### src/rtl/pchar_pkg.sv
package pchar_pkg;
  typedef enum logic [2:0] {
    ST_IDLE = 3'd0,
    ST_RD   = 3'd1,
    ST_CAP  = 3'd2,
    ST_WR   = 3'd3,
    ST_FIN  = 3'd4
  } pc_state_e;

  localparam logic [5:0] OP_LOAD     = 6'o12;
  localparam logic [5:0] OP_LOAD_INC = 6'o13;
  localparam logic [5:0] OP_DEP      = 6'o14;
  localparam logic [5:0] OP_DEP_INC  = 6'o15;

  typedef struct packed {
    logic legal;
    logic is_dep;
    logic inc;
  } pc_cmd_t;

  function automatic pc_cmd_t decode_op(input logic [5:0] op);
    pc_cmd_t c;
    c.legal  = (op == OP_LOAD) || (op == OP_LOAD_INC) || (op == OP_DEP) || (op == OP_DEP_INC);
    c.is_dep = (op == OP_DEP) || (op == OP_DEP_INC);
    c.inc    = (op == OP_LOAD_INC) || (op == OP_DEP_INC);
    return c;
  endfunction
endpackage

### src/rtl/pchar_lane.sv
module pchar_lane #(
  parameter int CHAR_W = 6,
  parameter int SLOTS  = 3,
  localparam int WORD_W = CHAR_W * SLOTS,
  localparam int SLOT_W = $clog2(SLOTS + 1)
) (
  input  logic [WORD_W-1:0] word_in,
  input  logic [SLOT_W-1:0] slot,
  input  logic [CHAR_W-1:0] ch_in,
  output logic [CHAR_W-1:0] ch_out,
  output logic [WORD_W-1:0] merged
);
  logic [CHAR_W-1:0] field [SLOTS];

  for (genvar s = 0; s < SLOTS; s++) begin : g_slot
    localparam int HI = WORD_W - 1 - s * CHAR_W;
    assign field[s] = word_in[HI -: CHAR_W];
    assign merged[HI -: CHAR_W] = (slot == SLOT_W'(s)) ? ch_in : word_in[HI -: CHAR_W];
  end

  always_comb begin
    ch_out = '0;
    for (int s = 0; s < SLOTS; s++)
      if (slot == SLOT_W'(s)) ch_out = field[s];
  end
endmodule

### src/rtl/pchar_ptr.sv
module pchar_ptr #(
  parameter int ADDR_W = 12,
  parameter int SLOTS  = 3,
  parameter int RING_W = 3,
  localparam int SLOT_W = $clog2(SLOTS + 1)
) (
  input  logic              clk,
  input  logic              rst_n,
  input  logic              load_en,
  input  logic [ADDR_W-1:0] load_addr,
  input  logic [SLOT_W-1:0] load_pos,
  input  logic              step_en,
  input  logic              ring,
  output logic [ADDR_W-1:0] addr,
  output logic [SLOT_W-1:0] pos,
  output logic [SLOT_W-1:0] eff_pos,
  output logic              pos_bad
);
  logic [ADDR_W-1:0] addr_adv;

  assign pos_bad = (pos >= SLOT_W'(SLOTS));
  assign eff_pos = pos_bad ? '0 : pos;

  if (ADDR_W > RING_W) begin : g_ring
    logic [RING_W-1:0] low_inc;
    assign low_inc  = addr[RING_W-1:0] + 1'b1;
    assign addr_adv = ring ? {addr[ADDR_W-1:RING_W], low_inc} : addr + 1'b1;
  end else begin : g_flat
    logic unused_ring;
    assign unused_ring = ring;
    assign addr_adv    = addr + 1'b1;
  end

  always_ff @(posedge clk) begin
    if (!rst_n) begin
      addr <= '0;
      pos  <= '0;
    end else if (load_en) begin
      addr <= load_addr;
      pos  <= load_pos;
    end else if (step_en) begin
      if (eff_pos == SLOT_W'(SLOTS - 1)) begin
        pos  <= '0;
        addr <= addr_adv;
      end else begin
        pos <= eff_pos + 1'b1;
      end
    end
  end
endmodule

### src/rtl/pchar_ctrl.sv
module pchar_ctrl
  import pchar_pkg::*;
(
  input  logic       clk,
  input  logic       rst_n,
  input  logic       cmd_valid,
  input  logic [5:0] cmd_op,
  input  logic       ring_in,
  output logic       cmd_ready,
  output logic       take,
  output logic       st_rd,
  output logic       st_cap,
  output logic       st_wr,
  output logic       st_fin,
  output logic       fin_next,
  output logic       dep_q,
  output logic       inc_q,
  output logic       ring_q
);
  pc_state_e state, state_n;
  pc_cmd_t   dec;

  assign dec       = decode_op(cmd_op);
  assign cmd_ready = (state == ST_IDLE);
  assign take      = cmd_ready && cmd_valid && dec.legal;
  assign st_rd     = (state == ST_RD);
  assign st_cap    = (state == ST_CAP);
  assign st_wr     = (state == ST_WR);
  assign st_fin    = (state == ST_FIN);
  assign fin_next  = (state_n == ST_FIN);

  always_comb begin
    state_n = state;
    unique case (state)
      ST_IDLE: if (take) state_n = ST_RD;
      ST_RD:   state_n = ST_CAP;
      ST_CAP:  state_n = dep_q ? ST_WR : ST_FIN;
      ST_WR:   state_n = ST_FIN;
      ST_FIN:  state_n = ST_IDLE;
      default: state_n = ST_IDLE;
    endcase
  end

  always_ff @(posedge clk) begin
    if (!rst_n) begin
      state  <= ST_IDLE;
      dep_q  <= 1'b0;
      inc_q  <= 1'b0;
      ring_q <= 1'b0;
    end else begin
      state <= state_n;
      if (take) begin
        dep_q  <= dec.is_dep;
        inc_q  <= dec.inc;
        ring_q <= ring_in;
      end
    end
  end
endmodule

### src/rtl/pchar_unit.sv
module pchar_unit #(
  parameter int ADDR_W = 12,
  parameter int CHAR_W = 6,
  parameter int SLOTS  = 3,
  parameter int RING_W = 3,
  localparam int WORD_W = CHAR_W * SLOTS,
  localparam int SLOT_W = $clog2(SLOTS + 1)
) (
  input  logic              clk,
  input  logic              rst_n,
  input  logic              cmd_valid,
  output logic              cmd_ready,
  input  logic [5:0]        cmd_op,
  input  logic              ring_mode,
  input  logic              ptr_load,
  input  logic [ADDR_W-1:0] ptr_addr_in,
  input  logic [SLOT_W-1:0] ptr_pos_in,
  output logic [ADDR_W-1:0] ptr_addr,
  output logic [SLOT_W-1:0] ptr_pos,
  input  logic [WORD_W-1:0] acc_in,
  output logic [WORD_W-1:0] acc_out,
  output logic              mem_en,
  output logic              mem_we,
  output logic [ADDR_W-1:0] mem_addr,
  output logic [WORD_W-1:0] mem_wdata,
  input  logic [WORD_W-1:0] mem_rdata,
  output logic              done,
  output logic              pos_err
);
  logic              take, st_rd, st_cap, st_wr, st_fin, fin_next;
  logic              dep_q, inc_q, ring_q;
  logic [SLOT_W-1:0] eff_pos;
  logic              pos_bad;
  logic [WORD_W-1:0] word_q, acc_q, merged;
  logic [CHAR_W-1:0] rd_char;
  logic              err_q;

  pchar_ctrl u_ctrl (
    .clk(clk), .rst_n(rst_n), .cmd_valid(cmd_valid), .cmd_op(cmd_op),
    .ring_in(ring_mode), .cmd_ready(cmd_ready), .take(take),
    .st_rd(st_rd), .st_cap(st_cap), .st_wr(st_wr), .st_fin(st_fin),
    .fin_next(fin_next), .dep_q(dep_q), .inc_q(inc_q), .ring_q(ring_q)
  );

  pchar_ptr #(.ADDR_W(ADDR_W), .SLOTS(SLOTS), .RING_W(RING_W)) u_ptr (
    .clk(clk), .rst_n(rst_n),
    .load_en(ptr_load && cmd_ready),
    .load_addr(ptr_addr_in), .load_pos(ptr_pos_in),
    .step_en(fin_next && inc_q), .ring(ring_q),
    .addr(ptr_addr), .pos(ptr_pos), .eff_pos(eff_pos), .pos_bad(pos_bad)
  );

  // Extract from live read data (load); merge into captured word (deposit).
  pchar_lane #(.CHAR_W(CHAR_W), .SLOTS(SLOTS)) u_rd_lane (
    .word_in(mem_rdata), .slot(eff_pos), .ch_in(acc_q[CHAR_W-1:0]),
    .ch_out(rd_char), .merged()
  );

  pchar_lane #(.CHAR_W(CHAR_W), .SLOTS(SLOTS)) u_wr_lane (
    .word_in(word_q), .slot(eff_pos), .ch_in(acc_q[CHAR_W-1:0]),
    .ch_out(), .merged(merged)
  );

  always_ff @(posedge clk) begin
    if (!rst_n) begin
      word_q  <= '0;
      acc_q   <= '0;
      acc_out <= '0;
      err_q   <= 1'b0;
    end else begin
      if (take) acc_q <= acc_in;
      if (st_cap) word_q <= mem_rdata;
      if (fin_next) acc_out <= dep_q ? acc_q : {{(WORD_W-CHAR_W){1'b0}}, rd_char};
      err_q <= fin_next && pos_bad;
    end
  end

  assign mem_en    = st_rd || st_wr;
  assign mem_we    = st_wr;
  assign mem_addr  = ptr_addr;
  assign mem_wdata = merged;
  assign done      = st_fin;
  assign pos_err   = err_q;
endmodule

### config.mk
export PLATFORM = sky130hd
export DESIGN_NAME = pchar_unit
export DESIGN_NICKNAME = d
export VERILOG_FILES = /design/src/rtl/pchar_pkg.sv /design/src/rtl/pchar_lane.sv /design/src/rtl/pchar_ptr.sv /design/src/rtl/pchar_ctrl.sv /design/src/rtl/pchar_unit.sv
export SDC_FILE = /design/constraint.sdc
export NUM_CORES = 1
export LEC_CHECK = 0
export CORE_MARGIN = 5
export CORE_UTILIZATION = 29
export CTS_CLUSTER_DIAMETER = 30
export CTS_CLUSTER_SIZE = 24
export DETAILED_ROUTE_END_ITERATION = 16
export SLEW_MARGIN = 20
export SYNTH_ARGS = -nofsm -noshare
export SYNTH_HDL_FRONTEND = slang
export SYNTH_HIERARCHICAL = 1
export SYNTH_SLANG_ARGS = --single-unit
### constraint.sdc
create_clock -name clk -period 1.8 [get_ports clk]
set_clock_uncertainty 0.05 [all_clocks]
set_input_delay 0.18 -clock clk [delete_from_list [all_inputs] [get_ports clk]]
set_output_delay 0.18 -clock clk [all_outputs]
set_load 0.05 [all_outputs]
# Yosys cells after proc, flatten, opt, wreduce, memory -nomap -nowiden
# Index checks and enable logic that the tools add are counted.
# classes
n_addsub	3
order_cmp	1
n_eq_ne	12
muxes	18
n_reduce_logical	17
# op_table
operator	n
2-to-1 mux 12 bit	4
2-to-1 mux 6 bit	6
equality test 6 x 4 -> 1 bit (second input constant)	4
2-to-1 mux 18 bit	1
adder 12 x 1 -> 12 bit (second input constant)	1
case mux 3 bit (4 select lines)	1
2-to-1 mux 2 bit	4
equality test 3 x 2 -> 1 bit (second input constant)	2
equality test 3 bit (second input constant)	2
logical OR 1 bit	6
2-to-1 mux 3 bit	2
logical AND 1 bit	5
nonzero test 2 bit	2
adder 3 x 1 -> 3 bit (second input constant)	1
equality test 3 x 1 -> 1 bit (second input constant)	1
zero test 3 bit	1
AND reduction 3 bit	1
adder 2 x 1 -> 2 bit (second input constant)	1
equality test 2 x 1 -> 1 bit (second input constant)	1
equality test 2 bit (second input constant)	1
>= comparator 2 bit (second input constant)	1
zero test 2 bit	1
inequality test 2 x 1 -> 1 bit (second input constant)	1
AND reduction 2 bit	1
# totals
ff_bits	75
output_inout_bits	67
word_cells	62

# Depth between registers and ports, before layout
# Gate-level depths: netlist of run 1.
# logic_depth
word_depth	11
mapped_depth	10

# Hierarchy
# Netlist of run 1, hierarchy kept.
# modules_own_cells
module	instances	cells_per_inst	area_per_inst_um2	seq_area_each_um2
pchar_unit	1	213	2279.7	1101.1
pchar_lane	2	37	436.7	0.0
pchar_ptr	1	98	839.6	280.3
pchar_ctrl	1	33	296.5	120.1

# Worst setup path before layout of run 1
# No wires, ideal clock.
# synth_path
path_type	flip-flop to output port
startpoint	register u_ptr.pos[1]
endpoint	output mem_wdata[1]
arrival_ns	1.956
required_ns	1.570
path_slack_ns	-0.386
stages_incl_launch_ff	6
cell_sequence	dfxtp_1 > ha_1 > buf_6 > nor2b_4 > buf_6 > mux2_4
# synth_via
elab_chain_cells	4
# synth_lines
element	line_no	source
start, declared	pchar_ptr.sv:15	output logic [SLOT_W-1:0] pos,
start signal, assigned	pchar_ptr.sv:40	pos <= load_pos;
start signal, assigned	pchar_ptr.sv:46	pos <= eff_pos + 1'b1;
>= comparator 2 bit	pchar_ptr.sv:21	assign pos_bad = (pos >= SLOT_W'(SLOTS));
2-to-1 mux 2 bit (*)	pchar_ptr.sv:22	assign eff_pos = pos_bad ? '0 : pos;
net eff_pos[1]	pchar_unit.sv:32	logic [SLOT_W-1:0] eff_pos;
equality test 2 bit (*)	pchar_lane.sv:18	assign merged[HI -: CHAR_W] = (slot == SLOT_W'(s)) ? ch_in : word_in[HI -: CHAR_W];
2-to-1 mux 6 bit (*)	pchar_lane.sv:18	
end, declared	pchar_unit.sv:25	output logic [WORD_W-1:0] mem_wdata,
# The timed path passes the listed nets; every way through them passes the cells marked *.

# Worst setup path after layout of run 1
# Same ends and word-level chain as after synthesis.

==> key figures, run 1 <==
Status
  – Run status: complete, but fails checks
  – Failing checks: negative setup slack

Global routing
  – Grt total ovfl: 0
  – Global Route met3 Usage: 0.0385
  – Largest net degree at the start of global routing: 41
  – GR Layer Usage met2: 0.221
  – Global-route wire length before repair: about 17 mm
  – Gr busiest metal: met2
  – All-Layer GR Usage: 0.133
  – Initial antenna violation count: 0
  – Global-route met1 utilization: 0.167
  – Vias in the first global route: roughly 3200

Clock network
  – Reg clk slew, reported paths: roughly 0.060 ns
  – Num CTS Buffers: 9
  – CTS Sinks: 75
  – CTS tree: done
  – Root Buffer Master: clkbuf_16
  – Post-CTS Hold Fix Bufs: 0
  – Clk_lat worst skew: between 0.3 and 0.4 ns
  – Longest Clk Path Bufs: 2
  – H-Tree Level Count: 3

Logic synthesis
  – Cells after Synth: ~390
  – Syn nets: 450
  – Mapped Area: approximately 3900 um^2
  – Syn avg cell area: around 10 um^2
  – Synth warn: 6

Drt
  – # DRC: 0
  – Via density: around 4.5
  – First drt pass iteration count: 4
  – Routed Antenna Nets: 0
  – Via count: approximately 3100
  – Drt wl/cell: 15.3 um
  – DRT iter0 DRCs: approximately 110
  – Post-detailed-routing wire length: between 10 and 15 mm

Cells and area
  – ANT cells: 0
  – Final Cell Area: a little under 6000 um^2
  – Share of layout cells above drive strength 1: 0.282
  – Final nets: between 500 and 600
  – Area Growth Syn to Fin: 51.3%

Setup path
  – CP Class: reg2out
  – Slowest stage delay, CP: between 0.3 and 0.4 ns
  – Worst path buffer plus inverter count: 3
  – Critical path fanouts, max: 5
  – Crit-path cells: buf_6, ha_4, nor2b_4, buf_12, mux2_4, buf_8
  – Top delay family on crit path: buffers and inverters
  – Crit path launch type: flip-flop
  – CP endpoint kind: output pin
  – Slowest library cell on the worst path: dfxtp_4
  – Crit path required time: approximately 1.6 ns
  – Arr. time, crit path: approximately 1.8 ns

STA
  – Slew Limit Fails: 0
  – RSZ-0062 raised after global routing: yes
  – Max frequency: 500 MHz
  – Share of the clock period used by the worst path: 1.11
  – Final min period: 2.00 ns
  – Setup TNS: -2.65 ns
  – Endpoints failing setup: 18
  – Final Hold Viols: 0
  – Hold WS: 0.133 ns
  – Max_slew headroom: 0.651
  – Slew of the pin with the lowest slew margin: roughly 0.52 ns
  – PnR worst setup slack: -0.201 ns

Placement
  – Dpl hpwl: about 7.9 mm
  – Final estimated routing congestion in global placement: between 0.8 and 0.9
  – Setup slack after placement: -0.275 ns
  – I/O Buffers: between 100 and 150
  – Dpl cell area: about 5300 um^2

Power and ir drop
  – LEAKAGE: 2.23 nW
  – Maximum vdd drop: between 300 and 400 uV
  – Sw Ratio: 0.266
  – Pint: approximately 0.0031 W
  – Switching pwr: 0.00113 W
  – Cell Pwr Density: about 720 nW/um^2
  – Flop pwr share: 0.408
  – Combinational power share: 0.159
  – Design Power: between 0.004 and 0.005 W
  – Clock power frac: 0.433

Min path
  – Hold Path Class: in2reg

Floorplan
  – Die X: 126 um
  – Io pins: 128
  – Die area: approximately 16000 um^2
  – # rows: 42
  – Initial Util: 0.296
  – Core ar.: ~13000 um^2
  – Die height: approximately 130 um

Job
  – Max-cap violations: 0
-- final timing paths --
kind / from / to / cells past startpoint / slack [ns]
max: u_ptr/pos[1] / mem_wdata[1] / 6 / -0.20
min: rst_n / u_ptr/addr[5] / 3 / 0.13
max reg2reg: u_ptr/pos[1] / u_ptr/addr[10] / 9 / 0.09
min reg2reg: u_ctrl/inc_q / u_ctrl/inc_q / 2 / 0.41
-- sequential cells by signal, summed over array words and instances (netlist names) --
| register | cells |
|---|---|
| word_q | 18 |
| u_ptr/pos | 2 |
| u_ctrl/inc_q | 1 |
| pos_err | 1 |
| u_ctrl/dep_q | 1 |
| u_ctrl/state | 3 |
| u_ctrl/ring_q | 1 |
| u_ptr/addr | 12 |
| acc_q | 18 |
| acc_out | 18 |
-- power groups by stage --
stage                     logic [W]  registers, W  clock network [W]
after floorplan            0.000315       0.00183                  0
after global placement     0.000636       0.00177                  0
after detailed placement   0.000640       0.00177                  0
after CTS                  0.000669       0.00173            0.00189
after global routing       0.000718       0.00174            0.00198
final                      0.000675       0.00173            0.00184
-- stage by stage --
| stage | utilization | instances |
|---|---|---|
| after global routing | 0.447 | 697 |
| after floorplan | - | 385 |
| after CTS | 0.437 | 690 |
| after detailed placement | 0.404 | 669 |
| after global placement | 0.404 | 669 |
| final | 0.447 | 697 |
-- layout by cell type (no fill, tap or decap), types with 11 or more instances in the layout --
cell type        instances
buf_12                  15
buf_4                   50
buf_6                   12
clkbuf_16               11
clkdlybuf4s50_1         76
dfxtp_1                 70
mux2_4                  16
mux2i_1                 52
nand2_1                 18
nand2b_1                12
nand3_1                 19
nor2b_1                 36
-- area by class of cell --
cell class                 instances  area, um^2
clock buffer                      10         229
clock inverter                     6        72.6
fill                            1259        7290
inverter                           6        26.3
multi-input combinational        264        2160
sequential                        75        1510
tap                              176         220
timing repair buffer             160        1680
-- metal layers --
metal	vias to the layer above	wire length [um]
met4	0	138
met2	79	5100
met5	-	0
li1	1575	-
met1	1448	4830
met3	8	625
-- worst reg2reg max path, stage by stage (launching register included) --
cell      delay (ns)
dfxtp_4         0.36
buf_6           0.09
ha_4            0.17
buf_4           0.12
buf_4           0.14
nand4b_4        0.14
buf_6           0.17
nor3_4          0.15
xnor2_1         0.14
o21ai_1         0.08
-- timing repair --
item	4_1_cts	5_1_grt
gates cloned	0	2
resized for setup	24	10
pin swaps	3	6
setup endpoints to repair	18	24
setup buffers	6	5
endpoints found under the hold margin	0	0
No activity file was read; power rests on OpenSTA's default activity.
==> run 2, diff against run 1 <==
CORE_MARGIN = 4   (was 5)
PLACE_DENSITY = 0.59   (was unset)
clock period = 2.4 ns   (was 1.8 ns; I/O delays follow)
==> run 2 against run 1 <==
The flow now finishes without violations. Utilization is 3.2 points lower. Flip-flop and latch count did not move. Combinational power is 31% lower. Final area fell by 7.1%. Sequential power shrank 25%. Critical path type unchanged.
==> key figures, run 2 (synthesized netlist as in run 1, its figures left out) <==
Cells and area
  – Top Registers: acc_out: 18 flops, acc_q: 18 flops, word_q: 18 flops
  – Area Growth Syn to Fin: 40.6%
  – Final nets: 559 (-3.8%)
  – Post-layout util: 0.416 (-0.0317)
  – ANT cells: 0 (unchanged)
  – Commonest cells after routing, fill and taps aside: clkdlybuf4s50_1, dfxtp_1, mux2i_1
  – Most common cell after layout, fill and taps aside: clkdlybuf4s50_1
  – Fill count: 1304 (+3.6%)
  – Share of layout cells above drive strength 1: 0.156 (-0.126)

Setup path
  – Crit path launch type: flip-flop
  – Crit path from: u_ptr/pos[1]
  – Worst path buffer plus inverter count: 2 (-1)
  – Crit Reg-Reg Startpoint: u_ctrl/state[2]
  – Flop2flop setup slack: 0.50 ns (+0.41 ns)
  – CP endpoint kind: output pin
  – Crit-path cells: ha_1, nor2b_4, buf_12, mux2_4, buf_4
  – Critical path fanouts, max: 5 (unchanged)
  – CP Class: reg2out
  – Arr. time, crit path: 1.98 ns (+0.21 ns)
  – Slowest stage delay, CP: 0.40 ns (+0.04 ns)
  – Slowest library cell on the worst path: dfxtp_1
  – Top delay family on crit path: flip-flops
  – Crit path required time: 2.11 ns (+0.54 ns)

Global routing
  – Initial antenna violation count: 0 (unchanged)
  – All-Layer GR Usage: 0.135 (+0.00106)
  – Vias in the first global route: 3124 (-3.4%)
  – Largest net degree at the start of global routing: 73 (+78%)
  – Grt total ovfl: 0 (unchanged)
  – Global-route wire length before repair: 15.8 mm (-6.8%)

STA
  – Setup TNS: 0 ns (+2.65 ns)
  – RSZ-0062 raised after global routing: no
  – Share of the clock period used by the worst path: 0.946
  – Slew Limit Fails: 0 (unchanged)
  – Max_slew headroom: 0.585 (-0.0653)
  – Max frequency: about 440 MHz
  – Final min period: between 2 and 2.5 ns
  – Final Hold Viols: 0 (unchanged)
  – Endpoints failing setup: 0 (-18)
  – Slew of the pin with the lowest slew margin: 0.622 ns (+0.0996 ns)

Floorplan
  – # rows: 42 (unchanged)
  – Initial Util: 0.296 (unchanged)
  – Io pins: 128 (unchanged)
  – Die X: 124 um (-1.6%)
  – Core ar.: 13200 um^2 (unchanged)
  – Die area: 15400 um^2 (-3.2%)
  – Die height: 124 um (-1.6%)

Power and ir drop
  – LEAKAGE: 1.93 nW (-13%)
  – Design Power: 0.00314 W (-26%)
  – Maximum vdd drop: 285 uV (-23%)
  – Cell Pwr Density: 572 nW/um^2 (-21%)

Clock network
  – H-Tree Level Count: 3 (unchanged)
  – Clk_lat worst skew: 0.34 ns (about the same)
  – Post-CTS Hold Fix Bufs: 0 (unchanged)
  – Num CTS Buffers: 9 (unchanged)
  – CTS tree: done
  – Reg clk slew, reported paths: 0.06 ns (about the same)
  – Root Buffer Master: clkbuf_16
  – CTS Sinks: 75 (unchanged)
  – Longest Clk Path Bufs: 2 (unchanged)

Drt
  – Via density: 4.49 (+0.74%)
  – First drt pass iteration count: 4 (unchanged)
  – # DRC: 0 (unchanged)
  – Via count: 3034 (-2.4%)
  – Post-detailed-routing wire length: 10.1 mm (-5.4%)
  – Routed Antenna Nets: 0 (unchanged)
  – DRT iter0 DRCs: 119 (+4.4%)
  – Drt wl/cell: 15.0 um (-2.3%)

Placement
  – Dpl hpwl: 7.31 mm (-7.5%)
  – I/O Buffers: 127 (unchanged)
  – Final estimated routing congestion in global placement: 0.764 (-5.2%)

Min path
  – Worst hold start: rst_n
  – Hold Path Class: in2reg

Job
  – Max-cap violations: 0 (unchanged)

Status
  – Run status: finished, final reports clean
## run 2: final timing paths
path	end	cells past startpoint
worst min-delay path	u_ptr/addr[11]	3
worst min register to register	u_ctrl/inc_q	2
worst max register to register	u_ptr/addr[9]	7
worst max-delay path	mem_wdata[2]	5
## run 2: repair_timing
| action | 4_1_cts | 5_1_grt |
|---|---|---|
| buffers inserted | 0 | 2 |
| endpoints found under the setup margin | 0 | 8 |
| gates resized for setup | 0 | 1 |
## run 2: final cells by class
type                    count  area, um^2  area share
clock buffers               9         225      0.0411
clock inverters             7        77.6      0.0141
inverters                   6        22.5     0.00411
multi-input cells         264        2050       0.375
flip-flops and latches     75        1500       0.274
well taps                 176         220      0.0402
repair buffers            138        1380       0.252
## run 2: power breakdown
part           internal (W)  leakage (nW)  switching, W  total (W)
Clock              0.000812         0.146      0.000557    0.00137
Sequential          0.00127         0.607     0.0000316    0.00130
Combinational      0.000224          1.18      0.000243   0.000467
Total               0.00230          1.93      0.000831    0.00314
## run 2: worst register-to-register path, stage by stage, from the launching register on
cell and delay [ns]:
dfxtp_1 0.33, nand2b_1 0.21, a21oi_2 0.14, and2_1 0.34, nand2_1 0.22, o21ai_0 0.20, o21ai_1 0.08, a22o_1 0.22
## run 2: layer usage
layer  GRT usage  up-vias  wire length (um)  share of wire
met3      0.0504        9               782          0.077
met2       0.221       90              4820           0.48
met4      0.0349        0                88         0.0087
met5           0        -                 0              0
met1       0.167     1395              4430           0.44
li1            -     1540                 -              -
## run 2: metrics by stage
stage | instance area, um^2 | setup slack (ns) | hold slack [ns] | std cells
3_3_place_gp | 5140 | 0.307 | 0.391 | 657
4_1_cts | 5440 | 0.0369 | 0.154 | 673
5_1_grt | 5480 | 0.0136 | 0.186 | 675
6_report | 5480 | 0.131 | 0.167 | 675
2_1_floorplan | 3900 | 0.214 | 0.323 | 385
3_5_place_dp | 5140 | 0.261 | 0.403 | 657
==> run 3, diff against run 2 <==
CORE_UTILIZATION = 50   (was 29)
PLACE_DENSITY = 0.89   (was 0.59)
==> run 3 against run 2 <==
Combinational power is 0.9% lower. Critical path depth down 2. Die area fell by 40%. Wire length is 3.1% lower. Final cell count fell by 12%. Non-clock buffer count fell by 3. Utilization grew 29 points. Flip-flop and latch count unchanged. Global-route usage up 7.8 points. Largest cell class unchanged. Highest routed layer unchanged.
==> key figures, run 3 (synthesized netlist as in run 1, its figures left out) <==
Status
  – Run status: finished, final reports clean

STA
  – Slew of the pin with the lowest slew margin: 0.644 ns (+0.0223 ns)
  – Final Hold Viols: 0 (unchanged)
  – RSZ-0062 raised after global routing: no
  – Slew Limit Fails: 0 (unchanged)
  – Max frequency: 438 MHz (-0.54%)
  – Share of the clock period used by the worst path: 0.951 (+0.00514)
  – PnR worst setup slack: 0.118 ns (-0.0123 ns)
  – Final min period: 2.28 ns (+0.0123 ns)
  – Endpoints failing setup: 0 (unchanged)
  – Max_slew headroom: 0.570 (-0.0149)
  – Setup TNS: 0 ns (unchanged)

Floorplan
  – # rows: 31 (-26%)
  – Die X: 96.3 um (-22%)
  – Initial Util: 0.526 (+0.231)
  – Die height: 96.3 um (-22%)
  – Io pins: 128 (unchanged)
  – Die area: 9280 um^2 (-40%)
  – Core ar.: 7410 um^2 (-44%)

Power and ir drop
  – Cell Pwr Density: 514 nW/um^2 (-10%)
  – LEAKAGE: 1.85 nW (-4.2%)
  – Maximum vdd drop: 347 uV (+22%)
  – Design Power: 0.00268 W (-15%)

Cells and area
  – Share of layout cells above drive strength 1: 0.155 (-0.00107)
  – ANT cells: 0 (unchanged)
  – Commonest cells after routing, fill and taps aside: clkdlybuf4s50_1, dfxtp_1, mux2i_1
  – Top Registers: acc_out: 18 flops, acc_q: 18 flops, word_q: 18 flops
  – Final Cell Area: 5210 um^2 (-5.0%)
  – Final nets: 556 (-0.54%)
  – Fin cells: 595 (-12%)
  – Most common cell after layout, fill and taps aside: clkdlybuf4s50_1
  – Area Growth Syn to Fin: 33.6%

Global routing
  – Global-route wire length before repair: 15.3 mm (-3.2%)
  – All-Layer GR Usage: 0.213 (+0.0783)
  – Grt total ovfl: 0 (unchanged)
  – Vias in the first global route: 3228 (+3.3%)
  – Largest net degree at the start of global routing: 79 (+8.2%)
  – Initial antenna violation count: 0 (unchanged)

Drt
  – Drt wl/cell: 16.5 um (+9.9%)
  – First drt pass iteration count: 4 (unchanged)
  – Post-detailed-routing wire length: 9.80 mm (-3.1%)
  – DRT iter0 DRCs: 96 (-19%)
  – # DRC: 0 (unchanged)
  – Routed Antenna Nets: 0 (unchanged)
  – Via density: 5.31 (+18%)
  – Via count: 3157 (+4.1%)

Placement
  – Dpl hpwl: 7.09 mm (-3.0%)
  – Final estimated routing congestion in global placement: 0.885 (+16%)
  – Setup slack after placement: 0.195 ns (-0.0658 ns)
  – I/O Buffers: 127 (unchanged)
  – Dpl cell area: 5000 um^2 (-2.8%)
  – Cells after DPL: 579 (-12%)

Clock network
  – Post-CTS Setup Inserts: 0 (unchanged)
  – Clk_lat worst skew: 0.34 ns (about the same)
  – CTS tree: done
  – Num CTS Buffers: 9 (unchanged)
  – CTS Sinks: 75 (unchanged)
  – Longest Clk Path Bufs: 2 (unchanged)
  – H-Tree Level Count: 3 (unchanged)
  – Reg clk slew, reported paths: 0.08 ns (+0.02 ns)
  – Post-CTS Hold Fix Bufs: 0 (unchanged)
  – CTS resizes: 2 (+2)
  – Root Buffer Master: clkbuf_8

Setup path
  – Crit path required time: 2.11 ns (about the same)
  – Crit path launch type: flip-flop
  – Arr. time, crit path: 1.99 ns (about the same)
  – Flop2flop setup slack: 0.39 ns (-0.11 ns)
  – Crit Reg-Reg Endpoint: u_ptr/addr[9]
  – Crit path from: u_ctrl/state[2]
  – Critical path fanouts, max: 4 (-1)
  – Crit Reg-Reg Startpoint: u_ctrl/state[2]
  – CP endpoint kind: output pin
  – CP Class: reg2out
  – Critical Path End: cmd_ready
  – R2R cell count: 7 (unchanged)

Job
  – Max-cap violations: 0 (unchanged)

Min path
  – Hold Path Class: in2reg
-- run 3: power breakdown --
group	total (W)	switching, W	leakage, nW	internal (W)
registers	0.00130	0.0000340	0.607	0.00127
clock network	0.000912	0.000499	0.0933	0.000413
logic	0.000463	0.000244	1.15	0.000219
total	0.00268	0.000777	1.85	0.00190
-- run 3: worst min path at each step --
stage	depth (start not counted)	end	slack, ns	startpoint
3_5_place_dp	2	acc_out[15]	0.41	acc_out[15]
6_report	3	u_ptr/addr[8]	0.25	rst_n
2_1_floorplan	1	u_ptr/addr[9]	0.32	rst_n
5_1_grt	3	u_ptr/addr[4]	0.26	rst_n
4_1_cts	3	u_ptr/addr[10]	0.23	rst_n
3_3_place_gp	2	u_ctrl/inc_q	0.39	u_ctrl/inc_q
-- run 3: per-stage QoR --
| stage | hold slack, ns | util |
|---|---|---|
| global route | 0.258 | 0.703 |
| CTS | 0.226 | 0.700 |
| global placement | 0.393 | 0.674 |
| floorplan | 0.323 | - |
| detailed placement | 0.409 | 0.674 |
| finish | 0.247 | 0.703 |
-- run 3: per-layer routing --
layer | track usage | routed length [um] | part of all wire | vias to the layer above
li1 | - | - | - | 1519
met1 | 0.262 | 4120 | 0.42 | 1494
met2 | 0.365 | 4880 | 0.50 | 129
met3 | 0.0493 | 682 | 0.070 | 15
met4 | 0.0713 | 119 | 0.012 | 0
met5 | 0 | 0 | 0 | -
-- run 3: critical path, stage by stage, from the launching register on --
cell             delay (ns)
dfxtp_1                0.34
or3_4                  0.42
inv_1                  0.08
clkdlybuf4s50_1        0.80
-- run 3: final cells by class --
class,instances,area (um^2)
Sequential cell,75,1500
Fill cell,571,2200
Clock inverter,6,47.5
Multi-Input combinational cell,264,2080
Clock buffer,10,138
Inverter,6,22.5
Timing Repair Buffer,135,1300
Tap cell,99,124
